### config.mk
export PLATFORM = sky130hd
export DESIGN_NAME = tri_wdog
export DESIGN_NICKNAME = d
export VERILOG_FILES = /design/src/rtl/tri_wdog.sv
export SDC_FILE = /design/constraint.sdc
export NUM_CORES = 1
export LEC_CHECK = 0
export ABC_AREA = 1
export BUFFER_PORTS_ARGS = -buffer_cell sky130_fd_sc_hd__buf_2
export CAP_MARGIN = 20
export CORE_MARGIN = 2
export CORE_UTILIZATION = 47
export DETAILED_ROUTE_END_ITERATION = 8
export PLACE_DENSITY = 0.7
export SLEW_MARGIN = 10
export SYNTH_ARGS = -nofsm -noshare
export SYNTH_HDL_FRONTEND = slang
export SYNTH_SLANG_ARGS = --single-unit
### constraint.sdc
create_clock -name clk -period 3.97 [get_ports clk]
set_clock_uncertainty 0.1 [all_clocks]
set_input_delay 0.794 -clock clk [delete_from_list [all_inputs] [get_ports clk]]
set_output_delay 0.794 -clock clk [all_outputs]
set_load 0.005 [all_outputs]
### src/rtl/tri_wdog.sv
module tri_wdog #(
  parameter int TICK_DIV  = 10_000_000,
  parameter int RST_PULSE = 32,
  parameter int CNT_W     = 16
) (
  input  logic             clk,
  input  logic             rst_n,
  input  logic             bus_en,
  input  logic             bus_we,
  input  logic [5:0]       bus_addr,
  input  logic [CNT_W-1:0] bus_wdata,
  output logic [CNT_W-1:0] bus_rdata,
  output logic             irq_o,
  output logic             cpu_rst_o,
  output logic             sys_rst_o
);
  localparam int NCH = 3;
  localparam int PW  = (TICK_DIV > 1) ? $clog2(TICK_DIV) : 1;
  localparam int PCW = $clog2(RST_PULSE + 1);

  logic [PW-1:0] pre;
  logic          tick;
  assign tick = (pre == PW'(TICK_DIV - 1));

  always_ff @(posedge clk or negedge rst_n)
    if (!rst_n) pre <= '0;
    else        pre <= tick ? '0 : pre + 1'b1;

  logic [1:0] win;
  logic [3:0] off;
  logic       rd_en, wr_en;
  assign win   = bus_addr[5:4];
  assign off   = bus_addr[3:0];
  assign rd_en = bus_en && !bus_we;
  assign wr_en = bus_en && bus_we;

  logic [CNT_W-1:0] cnt      [NCH];
  logic [CNT_W-1:0] lim      [NCH];
  logic [CNT_W-1:0] load_val [NCH];
  logic [NCH-1:0]   run, expd, mask, load, lim_wr, expire_now;

  always_comb begin
    for (int i = 0; i < NCH; i++) begin
      lim_wr[i]     = wr_en && (win == 2'(i)) && (off == 4'h4);
      load[i]       = lim_wr[i] || (rd_en && (win == 2'(i)) && (off == 4'h0));
      load_val[i]   = lim_wr[i] ? bus_wdata : lim[i];
      expire_now[i] = load[i] ? (load_val[i] == '0)
                              : (tick && run[i] && (cnt[i] == CNT_W'(1)));
    end
  end

  always_ff @(posedge clk or negedge rst_n) begin
    if (!rst_n) begin
      for (int i = 0; i < NCH; i++) begin
        cnt[i] <= CNT_W'(1);
        lim[i] <= CNT_W'(1);
      end
      run  <= '0;
      expd <= '0;
    end else begin
      for (int i = 0; i < NCH; i++) begin
        if (load[i]) begin
          cnt[i]  <= load_val[i];
          run[i]  <= (load_val[i] != '0);
          expd[i] <= (load_val[i] == '0);
          if (lim_wr[i]) lim[i] <= bus_wdata;
        end else if (tick && run[i]) begin
          cnt[i] <= cnt[i] - 1'b1;
          if (cnt[i] == CNT_W'(1)) begin
            run[i]  <= 1'b0;
            expd[i] <= 1'b1;
          end
        end
      end
    end
  end

  always_ff @(posedge clk or negedge rst_n)
    if (!rst_n)                                 mask <= '0;
    else if (wr_en && win == 2'd3 && off == 4'h0) mask <= bus_wdata[NCH-1:0];

  logic [PCW-1:0] pc_cpu, pc_sys;
  logic           fire_cpu, fire_sys;
  assign fire_cpu = expire_now[1] && !expd[1] && !mask[1];
  assign fire_sys = expire_now[2] && !expd[2] && !mask[2];

  always_ff @(posedge clk or negedge rst_n) begin
    if (!rst_n) begin
      pc_cpu <= '0;
      pc_sys <= '0;
    end else begin
      if (fire_cpu)            pc_cpu <= PCW'(RST_PULSE);
      else if (pc_cpu != '0)   pc_cpu <= pc_cpu - 1'b1;
      if (fire_sys)            pc_sys <= PCW'(RST_PULSE);
      else if (pc_sys != '0)   pc_sys <= pc_sys - 1'b1;
    end
  end

  assign cpu_rst_o = (pc_cpu != '0);
  assign sys_rst_o = (pc_sys != '0);
  assign irq_o     = expd[0] && !mask[0];

  logic [CNT_W-1:0] rd_mux;
  always_comb begin
    rd_mux = '0;
    if (win == 2'd3) begin
      if (off == 4'h0) rd_mux = CNT_W'(mask);
    end else begin
      for (int i = 0; i < NCH; i++) begin
        if (win == 2'(i)) begin
          case (off)
            4'h0:    rd_mux = cnt[i];
            4'h4:    rd_mux = lim[i];
            4'h8:    rd_mux = CNT_W'({expd[i], run[i]});
            default: rd_mux = '0;
          endcase
        end
      end
    end
  end

  always_ff @(posedge clk or negedge rst_n)
    if (!rst_n)     bus_rdata <= '0;
    else if (rd_en) bus_rdata <= rd_mux;

  logic armed;
  always_ff @(posedge clk or negedge rst_n)
    if (!rst_n) armed <= 1'b0;
    else        armed <= 1'b1;

  for (genvar g = 0; g < NCH; g++) begin : g_chk

    hold_zero_chk: assert property (@(posedge clk) disable iff (!rst_n)
      expd[g] |-> cnt[g] == '0);

    run_excl_chk: assert property (@(posedge clk) disable iff (!rst_n)
      !(run[g] && expd[g]));

    lim_load_chk: assert property (@(posedge clk) disable iff (!rst_n)
      armed && $past(lim_wr[g]) |-> cnt[g] == $past(bus_wdata) && lim[g] == $past(bus_wdata));

    step_chk: assert property (@(posedge clk) disable iff (!rst_n)
      armed && $past(run[g]) && !$past(load[g]) |->
        (cnt[g] == $past(cnt[g]) || cnt[g] == $past(cnt[g]) - 1'b1));
  end


  irq_hold_chk: assert property (@(posedge clk) disable iff (!rst_n)
    armed && $past(expd[0]) && !$past(load[0]) && !mask[0] |-> irq_o);

  cpu_pulse_chk: assert property (@(posedge clk) disable iff (!rst_n)
    armed && $rose(cpu_rst_o) |-> expd[1] && !$past(expd[1]) && !$past(mask[1]));

  sys_pulse_chk: assert property (@(posedge clk) disable iff (!rst_n)
    armed && $rose(sys_rst_o) |-> expd[2] && !$past(expd[2]) && !$past(mask[2]));
endmodule

==> metrics.txt, run 1 <==
Clock Tree Buf Depth 2; crit path capture type output port; CTS Hold Buffers Added 0; routability congestion estimate 0.981; synthesis-to-layout area growth 11.8%; Seq/Total Area, Yosys a little over two fifths; worst relative slew slack between 50 and 60%; Final Non-Filler Cells around 1500; CTS H-tree lvls 4; Vias between 8000 and 9000; Die Footprint 20400 um2; Sw Ratio a little under a third; antenna violations before repair 0; row count 50; Pleak around 4.9 nW; Post-Route Utilization between 50% and 60%; P per Cell Area 444 nW/um2; Yosys warnings 0; R2R depth 12; Setup TNS 0 ns; first-pass GRT wire length 44100 um; drt wl/cell around 18 um; Global Route Usage Sum between 20% and 30%; sequential share of power 43.9%; TritonCTS clock tree built; r2r setup slk approximately 1.4 ns; clock power share between 30% and 40%; cts bufs inserted 17; Setup Viol. Count Final 0; RSZ-0062 raised after global routing false; Int Pwr 3.10 mW; Net Count, Synth 1242; critical path, cell by cell inv_1 > ha_1 > nand2_1 > nor2_1 > inv_1 > nor2_1 > inv_1 > buf_2; Starting Density around half; n_diodes 0; Ports 45; commonest non-fill, non-tap cell in the layout nand2_1; FF-to-FF Start pre[0]$_DFF_PN0_; Pre-Repair DR Iteration Count 5; Psw between 1 and 1.5 mW; Post-Route WL ~27000 um; Top FF cell, synth dfrtp_1; Via density about 5.8; core box area about 19000 um2; commonest non-fill, non-tap cells in the layout nand2_1, dfrtp_1, inv_1; Post-DRT Antenna Nets 0; Worst-path clk slew about 0.060 ns; port bufs 44; overall die width roughly 140 um; critical path arrival between 1.5 and 2 ns; Post-Synthesis Mean Instance Area roughly 7.5 um2; # clock sinks roughly 160; layout cells sized above 1 10.4%; startpoint types register; Crit Path Category reg -> out; crit share post-route between 70% and 80%; max-slew violation count 0; Post CTS Setup Buffer Count 0; Max IR drop VDD slightly above 0.3 mV; post-cts sizing count 0; hpwl dp 20400 um; minimum clock period between 2 and 3 ns; Placed Instances ~1500; DRC 0; combinational power share a little under a fifth; slowest stage delay, CP approximately 0.38 ns; status finished clean; worst skew pair latency about 0.44 ns; largest net degree at the start of global routing between 70 and 80; worst r2r dst cnt[40]$_DFFE_PN0P_; Crit path top cell by count inv_1; number of global-route vias before repair 7985; DR iter-0 viols between 1000 and 1500; Die H around 140 um; Max Fanout on Critical Path 6; FMAX 356 MHz; Least-Margin Pin Slew between 0.7 and 0.8 ns; max_cap viols 0; #FFs+latches synth about 160; asr flop ratio synth 100%; Root Driver clkbuf_16; Crit-path slowest cell dfrtp_1; grt total ovfl 0; number of synthesized flops with an enable pin 0; Hold Vio Cnt, Final 0; nets approximately 1300; post-synth cell types 52; Mapped Cells between 1000 and 1500; Worst Hold Class in -> async; CP required 3.08 ns; synthesized cell area 9040 um2
[power by group through the flow]
stage | logic (mW) | registers (mW) | clock network, mW
2_1_floorplan | 0.589 | 1.95 | 0
3_3_place_gp | 0.823 | 1.99 | 0
3_5_place_dp | 0.838 | 1.99 | 0
4_1_cts | 0.845 | 1.96 | 1.69
5_1_grt | 0.975 | 1.99 | 1.76
6_report | 0.854 | 1.97 | 1.66
[cell type report]
cell class	count	area, um2
Tap cell	234	293
Inverter	153	574
Fill cell	1807	8660
Timing Repair Buffer	61	354
Multi-Input combinational cell	863	4350
Clock inverter	9	111
Clock buffer	22	484
Sequential cell	157	3940
[worst max-delay path by stage]
| stage | from | end | slack (ns) | depth (start not counted) |
|---|---|---|---|---|
| global placement | bus_addr[3] | pc_cpu[5]$_DFFE_PN0P_ | 0.91 | 15 |
| floorplan | bus_addr[1] | cnt[39]$_DFFE_PN0P_ | 1.67 | 10 |
| CTS | pc_cpu[0]$_DFFE_PN0P_ | cpu_rst_o | 1.14 | 8 |
| detailed placement | bus_en | cnt[29]$_DFFE_PN0P_ | 0.87 | 10 |
| global route | pc_cpu[0]$_DFFE_PN0P_ | cpu_rst_o | 1.01 | 8 |
| finish | pc_cpu[0]$_DFFE_PN0P_ | cpu_rst_o | 1.16 | 8 |
[state kept, by name (all words and copies together), names as in the netlist, 6 cells and up]
signal,cells
pre,24
pc_sys,6
pc_cpu,6
lim,48
cnt,48
bus_rdata,16
[per-layer routing]
metal	GRT usage (%)	vias to the layer above	wire, um
li1	-	4079	-
met1	42.2	4038	12400
met2	40.4	473	11600
met5	0	-	0
met3	7.41	45	2850
met4	8.39	0	588
[critical path: cells and delay by family (launching register included)]
family | cells | cell delay [ns]
buffers and inverters | 4 | 0.45
DFF | 1 | 0.38
and+or+nand+nor | 3 | 0.46
adders and majority gates | 1 | 0.19
[cell families after synthesis]
kind of cell | share of synthesized area, %
fa+ha+maj | 1.25
flops | 43.5
mux | 0.374
xor+xnor | 3.29
compound gates | 14.8
buf+inv | 8.33
simple gates | 28.4
[synthesized netlist by cell type (3+ instances only)]
master / instances / area share [%]
nand3_1: 78 / 4.3
nor2_1: 129 / 5.4
a21oi_1: 41 / 2.3
a221oi_1: 6 / 0.58
nand4_1: 28 / 1.9
inv_1: 147 / 6.1
nand2_1: 308 / 13
o221ai_1: 4 / 0.39
nor3_1: 22 / 1.2
inv_2: 5 / 0.21
mux2_2: 3 / 0.37
dfrtp_1: 151 / 42
a22oi_1: 5 / 0.42
buf_6: 3 / 0.37
xnor2_1: 4 / 0.39
nand2_4: 5 / 0.62
o21a_1: 5 / 0.42
o211ai_1: 15 / 1.2
clkbuf_1: 12 / 0.50
buf_2: 17 / 0.94
o21ai_0: 92 / 5.1
a31oi_1: 12 / 0.83
xor2_1: 30 / 2.9
nor2_4: 4 / 0.50
a22o_1: 5 / 0.48
dfstp_2: 6 / 1.7
ha_1: 9 / 1.2
o31ai_1: 3 / 0.25
o22ai_1: 13 / 0.90
nor4_1: 3 / 0.21
o21ai_1: 8 / 0.44
nand2_2: 7 / 0.48
[stage by stage]
| step | setup slack [ns] | hold slack, ns | cell area [um2] | total power, mW |
|---|---|---|---|---|
| 6_report | 1.16 | 0.276 | 10100 | 4.49 |
| 5_1_grt | 1.01 | 0.348 | 10100 | 4.73 |
| 4_1_cts | 1.14 | 0.313 | 10100 | 4.49 |
| 3_5_place_dp | 0.868 | 0.362 | 9510 | 2.83 |
| 3_3_place_gp | 0.914 | 0.361 | 9510 | 2.81 |
| 2_1_floorplan | 1.67 | 0.363 | 9040 | 2.54 |
No activity file was read; power rests on OpenSTA's default activity.
==> run 2: changes to the inputs <==
- ABC_AREA: 1 -> 0
- clock period: 3.97 -> 2.64 ns (I/O delays scaled with it)
==> metrics.txt, run 2 <==
largest registers cnt (48), lim (48), pre (24); Seq/Total Area, Yosys 45.4% (+1.9 points); worst skew pair latency 0.43 ns (about the same); Max IR drop VDD 0.602 mV (+96%); Crit-path slowest cell or4_1; Yosys warnings 0 (unchanged); Root Driver clkbuf_16; Hold Vio Cnt, Final 0 (unchanged); minimum clock period 2.49 ns; Net Count, Synth 872 (-30%); number of buffers and inverters on the critical path 0 (-4); crit path capture type register; max-slew violation count 0 (unchanged); post-synth cell types 61 (+17%); core box area 18000 um2 (-4.0%); port bufs 44 (unchanged); Via density 5.97 (+3.6%); commonest non-fill, non-tap cells in the layout dfrtp_1, mux2_2, nor2_1; CTS H-tree lvls 4 (unchanged); Mapped Cells 837 (-31%); Synth top area share 43.6% (+1.8 points); routability congestion estimate 0.874 (-11%); Post-Route WL 22900 um (-16%); Clock Tree Buf Depth 2 (unchanged); slowest stage delay, CP 0.50 ns (+0.12 ns); Top FF cell, synth dfrtp_1; critical path arrival 2.69 ns (+0.78 ns); DR iter-0 viols 459 (-67%); CP top delay family simple AND/OR/NAND/NOR gates; startpoint types register; Post-Synthesis Mean Instance Area 10.4 um2 (+38%); RSZ-0062 raised after global routing false; number of global-route vias before repair 6802 (-15%); DRC 0 (unchanged); Worst-path clk slew 0.06 ns (about the same); max_cap viols 0 (unchanged); layout cells sized above 1 24.2% (+14 points); cell taking the most area after synthesis dfrtp_1; cts bufs inserted 17 (unchanged); CP required 2.84 ns (-0.24 ns); worst relative slew slack 49.1% (-2.8 points); n_diodes 0 (unchanged); most common cell in the netlist dfrtp_1; Starting Density 48.1% (-0.096 points); Worst Hold Class in -> async; row count 49 (-2.0%); drt wl/cell 20.2 um (+11%); FMAX ~400 MHz; crit share post-route a little over nine tenths; Post-DRT Antenna Nets 0 (unchanged); synthesis-to-layout area growth 13.2%; Vias 6770 (-22%); Crit Path Category reg -> reg; Die H 140 um (-2.0%); antenna violations before repair 0 (unchanged); status finished clean; grt total ovfl 0 (unchanged); number of synthesized flops with an enable pin 0 (unchanged); Ports 45 (unchanged); Synth area leaders dfrtp_1, mux2_2, mux2i_1; Global Route Usage Sum 24.1% (-4.2 points); overall die width 140 um (-2.0%); Place WS 0.0769 ns (-0.791 ns); asr flop ratio synth 100% (unchanged); P per Cell Area 646 nW/um2 (+45%); Pre-Repair DR Iteration Count 5 (unchanged); Setup Viol. Count Final 0 (unchanged); largest net degree at the start of global routing 83 (+12%); first-pass GRT wire length 36700 um (-17%); commonest cells in the netlist dfrtp_1, mux2_2, nor2_1; critical path, cell by cell or3_1 > or4_1 > nor3_1 > a32o_1 > a211oi_1; hpwl dp 16700 um (-18%); Max Fanout on Critical Path 6 (unchanged); commonest non-fill, non-tap cell in the layout dfrtp_1; Power Total 6.34 mW (+41%); Pleak 4.51 nW (-8.4%); # clock sinks 157 (unchanged); Least-Margin Pin Slew 0.764 ns (+0.0426 ns); TritonCTS clock tree built; Die Footprint 19500 um2 (-4.0%); Setup TNS 0 ns (unchanged); Final WS setup 0.151 ns (-1.01 ns); #FFs+latches synth 157 (unchanged); nets 927 (-28%); synthesized cell area 8670 um2 (-4.2%)
==> run 2: metrics by stage <==
step | instances | hold WS, ns | utilization (%) | area, um2
floorplan | 837 | 0.132 | - | 8670
global placement | 1102 | 0.356 | 51.3 | 9250
detailed placement | 1102 | 0.359 | 51.3 | 9250
CTS | 1134 | 0.0228 | 54.3 | 9790
global route | 1134 | 0.0365 | 54.4 | 9810
finish | 1134 | 0.00320 | 54.4 | 9810
==> run 2: final cells by class <==
cell class	instances	area [um2]
Fill cell	1617	8210
Multi-Input combinational cell	624	4480
Sequential cell	157	3940
Timing Repair Buffer	73	494
Clock buffer	20	447
Tap cell	229	287
Clock inverter	12	98.8
Inverter	19	71.3
==> run 2: final timing paths <==
path,from,to,cells after the start,slack (ns)
min in group clk,bus_wdata[10],lim[10]$_DFFE_PN0P_,2,0.33
hold / removal,rst_n,cnt[43]$_DFFE_PN0P_,2,0.003
hold reg to reg,bus_rdata[9]$_DFFE_PN0N_,bus_rdata[9]$_DFFE_PN0N_,2,0.37
max in group asynchronous,rst_n,lim[0]$_DFFE_PN1P_,2,2.03
setup reg to reg,cnt[12]$_DFFE_PN0P_,pc_sys[1]$_DFFE_PN0P_,5,0.15
setup / recovery,cnt[12]$_DFFE_PN0P_,pc_sys[1]$_DFFE_PN0P_,5,0.15
==> run 2: logic make-up (layout without fill, tap and decap cells) <==
family	after synthesis	count (layout)	synth area share, %
compound gates	101	101	6.77
xor+xnor	67	67	6.77
fa+ha+maj	9	9	1.30
buf+inv	56	124	3.10
flops	157	157	45.4
mux	131	131	16.3
simple gates	316	316	20.3
==> run 2: repair_timing <==
| action | CTS | global route |
|---|---|---|
| setup buffers | 0 | 0 |
| hold buffers | 0 | 0 |
| endpoints found under the setup margin | 0 | 7 |
| resized for setup | 0 | 3 |
| endpoints found under the hold margin | 0 | 0 |
==> run 2: routing by layer <==
metal	vias to the layer above	track usage, %	routed length (um)
met5	-	0	0
met4	0	9.84	690
met3	43	5.23	1370
met2	213	37.2	10500
met1	3351	33.1	10300
li1	3163	-	-
==> run 2: worst reg2reg max path: stages, from the launching register on <==
cell and delay, ns:
dfrtp_1 0.41, or3_1 0.43, or4_1 0.50, nor3_1 0.41, a32o_1 0.42, a211oi_1 0.09
==> run 2: where the power goes <==
part | leakage [nW] | internal (mW) | switching (mW) | total (mW)
Sequential | 2.03 | 2.68 | 0.280 | 2.96
Combinational | 2.20 | 0.500 | 0.570 | 1.07
Clock | 0.273 | 1.31 | 0.994 | 2.31
Total | 4.51 | 4.49 | 1.84 | 6.34
==> run 3: changes to the inputs <==
- ABC_AREA: 0 -> 1
==> metrics.txt, run 3 (synthesis results as in run 1) <==
n_diodes 0 (unchanged); hpwl dp 20500 um (+23%); worst relative slew slack 50.1% (+0.98 points); Die Footprint 20400 um2 (+4.2%); core box area 18800 um2 (+4.1%); overall die width 143 um (+2.1%); Crit Path Category reg -> out; commonest non-fill, non-tap cells in the layout nand2_1, dfrtp_1, inv_1; # clock sinks 157 (unchanged); cts bufs inserted 17 (unchanged); Clock Tree Buf Depth 2 (unchanged); Die H 143 um (+2.1%); row count 50 (+2.0%); status finished clean; Max Fanout on Critical Path 5 (-1); critical path arrival 1.80 ns (-0.89 ns); final instance area 10400 um2 (+6.2%); CTS Hold Buffers Added 0 (unchanged); TritonCTS clock tree built; P per Cell Area 683 nW/um2 (+5.7%); Global Route Usage Sum 28.2% (+4.1 points); Post-Route WL 27500 um (+20%); FMAX 413 MHz (+2.7%); Worst-path clk slew 0.06 ns (about the same); nets 1310 (+41%); worst skew pair latency 0.44 ns (about the same); drt wl/cell 18.1 um (-11%); RSZ-0062 raised after global routing false; Post-DRT Antenna Nets 0 (unchanged); synthesis-to-layout area growth 15.2%; Max IR drop VDD 0.468 mV (-22%); Setup TNS 0 ns (unchanged); minimum clock period 2.42 ns (-0.0652 ns); Root Driver clkbuf_16; antenna violations before repair 0 (unchanged); port bufs 44 (unchanged); layout cells sized above 1 12.2% (-12 points); commonest non-fill, non-tap cell in the layout nand2_1; routability congestion estimate 1.00 (+15%); grt total ovfl 0 (unchanged); Setup Viol. Count Final 0 (unchanged); crit path capture type output port; Worst Hold Class in -> async; FF-to-FF Start pre[0]$_DFF_PN0_; worst r2r dst cnt[15]$_DFFE_PN0P_; largest net degree at the start of global routing 85 (+2.4%); number of global-route vias before repair 8264 (+21%); CP required 2.01 ns (-0.83 ns); Vias 8708 (+29%); max_cap viols 0 (unchanged); Starting Density 48.2% (+0.096 points); Hold Vio Cnt, Final 0 (unchanged); DRC 0 (unchanged); Ports 45 (unchanged); DR iter-0 viols 1021 (+120%); placed inst area 9720 um2 (+5.1%); crit share post-route 91.8% (-2.5 points); R2R depth 10 (+5); CTS H-tree lvls 4 (unchanged); Via density 5.72 (-4.2%); Least-Margin Pin Slew 0.748 ns (-0.0162 ns); Pre-Repair DR Iteration Count 6 (+1); Post CTS Setup Buffer Count 0 (unchanged); first-pass GRT wire length 44200 um (+20%); Pleak 5.12 nW (+14%); startpoint types register; max-slew violation count 0 (unchanged); largest registers cnt (48), lim (48), pre (24); r2r setup slk 0.23 ns (+0.08 ns)
run 3: cell count changes in the layout (fill, tap and decap cells not counted), sizes merged, moves of 65 or more:
| cell | before | now |
|---|---|---|
| inv | 20 | 153 |
| mux2 | 84 | 3 |
| nand2 | 60 | 320 |
| nand3 | 13 | 80 |
| nor2 | 68 | 135 |
| o21ai | 36 | 101 |
run 3: layout make-up:
type                    count  area (um2)
repair buffers             83         569
inverters                 153         574
multi-input cells         863        4360
fillers                  1752        8350
clock buffers              19         443
flip-flops and latches    157        3940
clock inverters            13         236
well taps                 234         293
run 3: routing by layer:
metal	GRT usage (%)	vias to the layer above	part of all wire, %
li1	-	4123	-
met3	6.44	74	9.9
met5	0	-	0
met4	10.4	0	3.1
met2	41.0	464	42
met1	41.1	4047	45
run 3: power breakdown:
group / total [mW] / internal [mW] / switching (mW)
Clock: 2.85 / 1.81 / 1.05
Sequential: 2.97 / 2.72 / 0.247
Combinational: 1.29 / 0.467 / 0.825
Total: 7.11 / 4.99 / 2.12
run 3: repair_timing:
item                                    CTS  global route
gates resized for setup                   0             3
hold endpoints to repair                  0             0
endpoints found under the setup margin    0             5
run 3: stage by stage:
stage               setup WS [ns]  total power, mW  hold slack (ns)  cells  util (%)
floorplan                   0.610             3.82            0.132   1207         -
global placement           0.0718             4.24            0.358   1490      51.8
detailed placement         0.0700             4.26            0.367   1490      51.8
CTS                        0.0825             7.11           0.0283   1522      55.4
global route               0.0186             7.46           0.0211   1522      55.5
finish                      0.216             7.11          0.00348   1522      55.5
run 3: worst max-delay path by stage:
stage          slack [ns]  depth (start not counted)                  start                     to
5_1_grt              0.02                         12       pre[1]$_DFF_PN0_    cnt[40]$_DFFE_PN0P_
3_3_place_gp         0.07                         11            bus_addr[1]    cnt[15]$_DFFE_PN0P_
2_1_floorplan        0.61                         10            bus_addr[1]    cnt[39]$_DFFE_PN0P_
4_1_cts              0.08                          8  pc_sys[0]$_DFFE_PN0P_              sys_rst_o
6_report             0.22                          8  pc_sys[0]$_DFFE_PN0P_              sys_rst_o
3_5_place_dp         0.07                         16            bus_addr[3]  pc_cpu[3]$_DFFE_PN0P_
run 3: worst max-delay path: stages, from the launching register on:
cell and delay [ns]:
dfrtp_1 0.38, inv_1 0.09, ha_1 0.20, nand2_1 0.08, nor2_1 0.12, inv_1 0.06
nor2_2 0.20, inv_1 0.10, buf_2 0.14
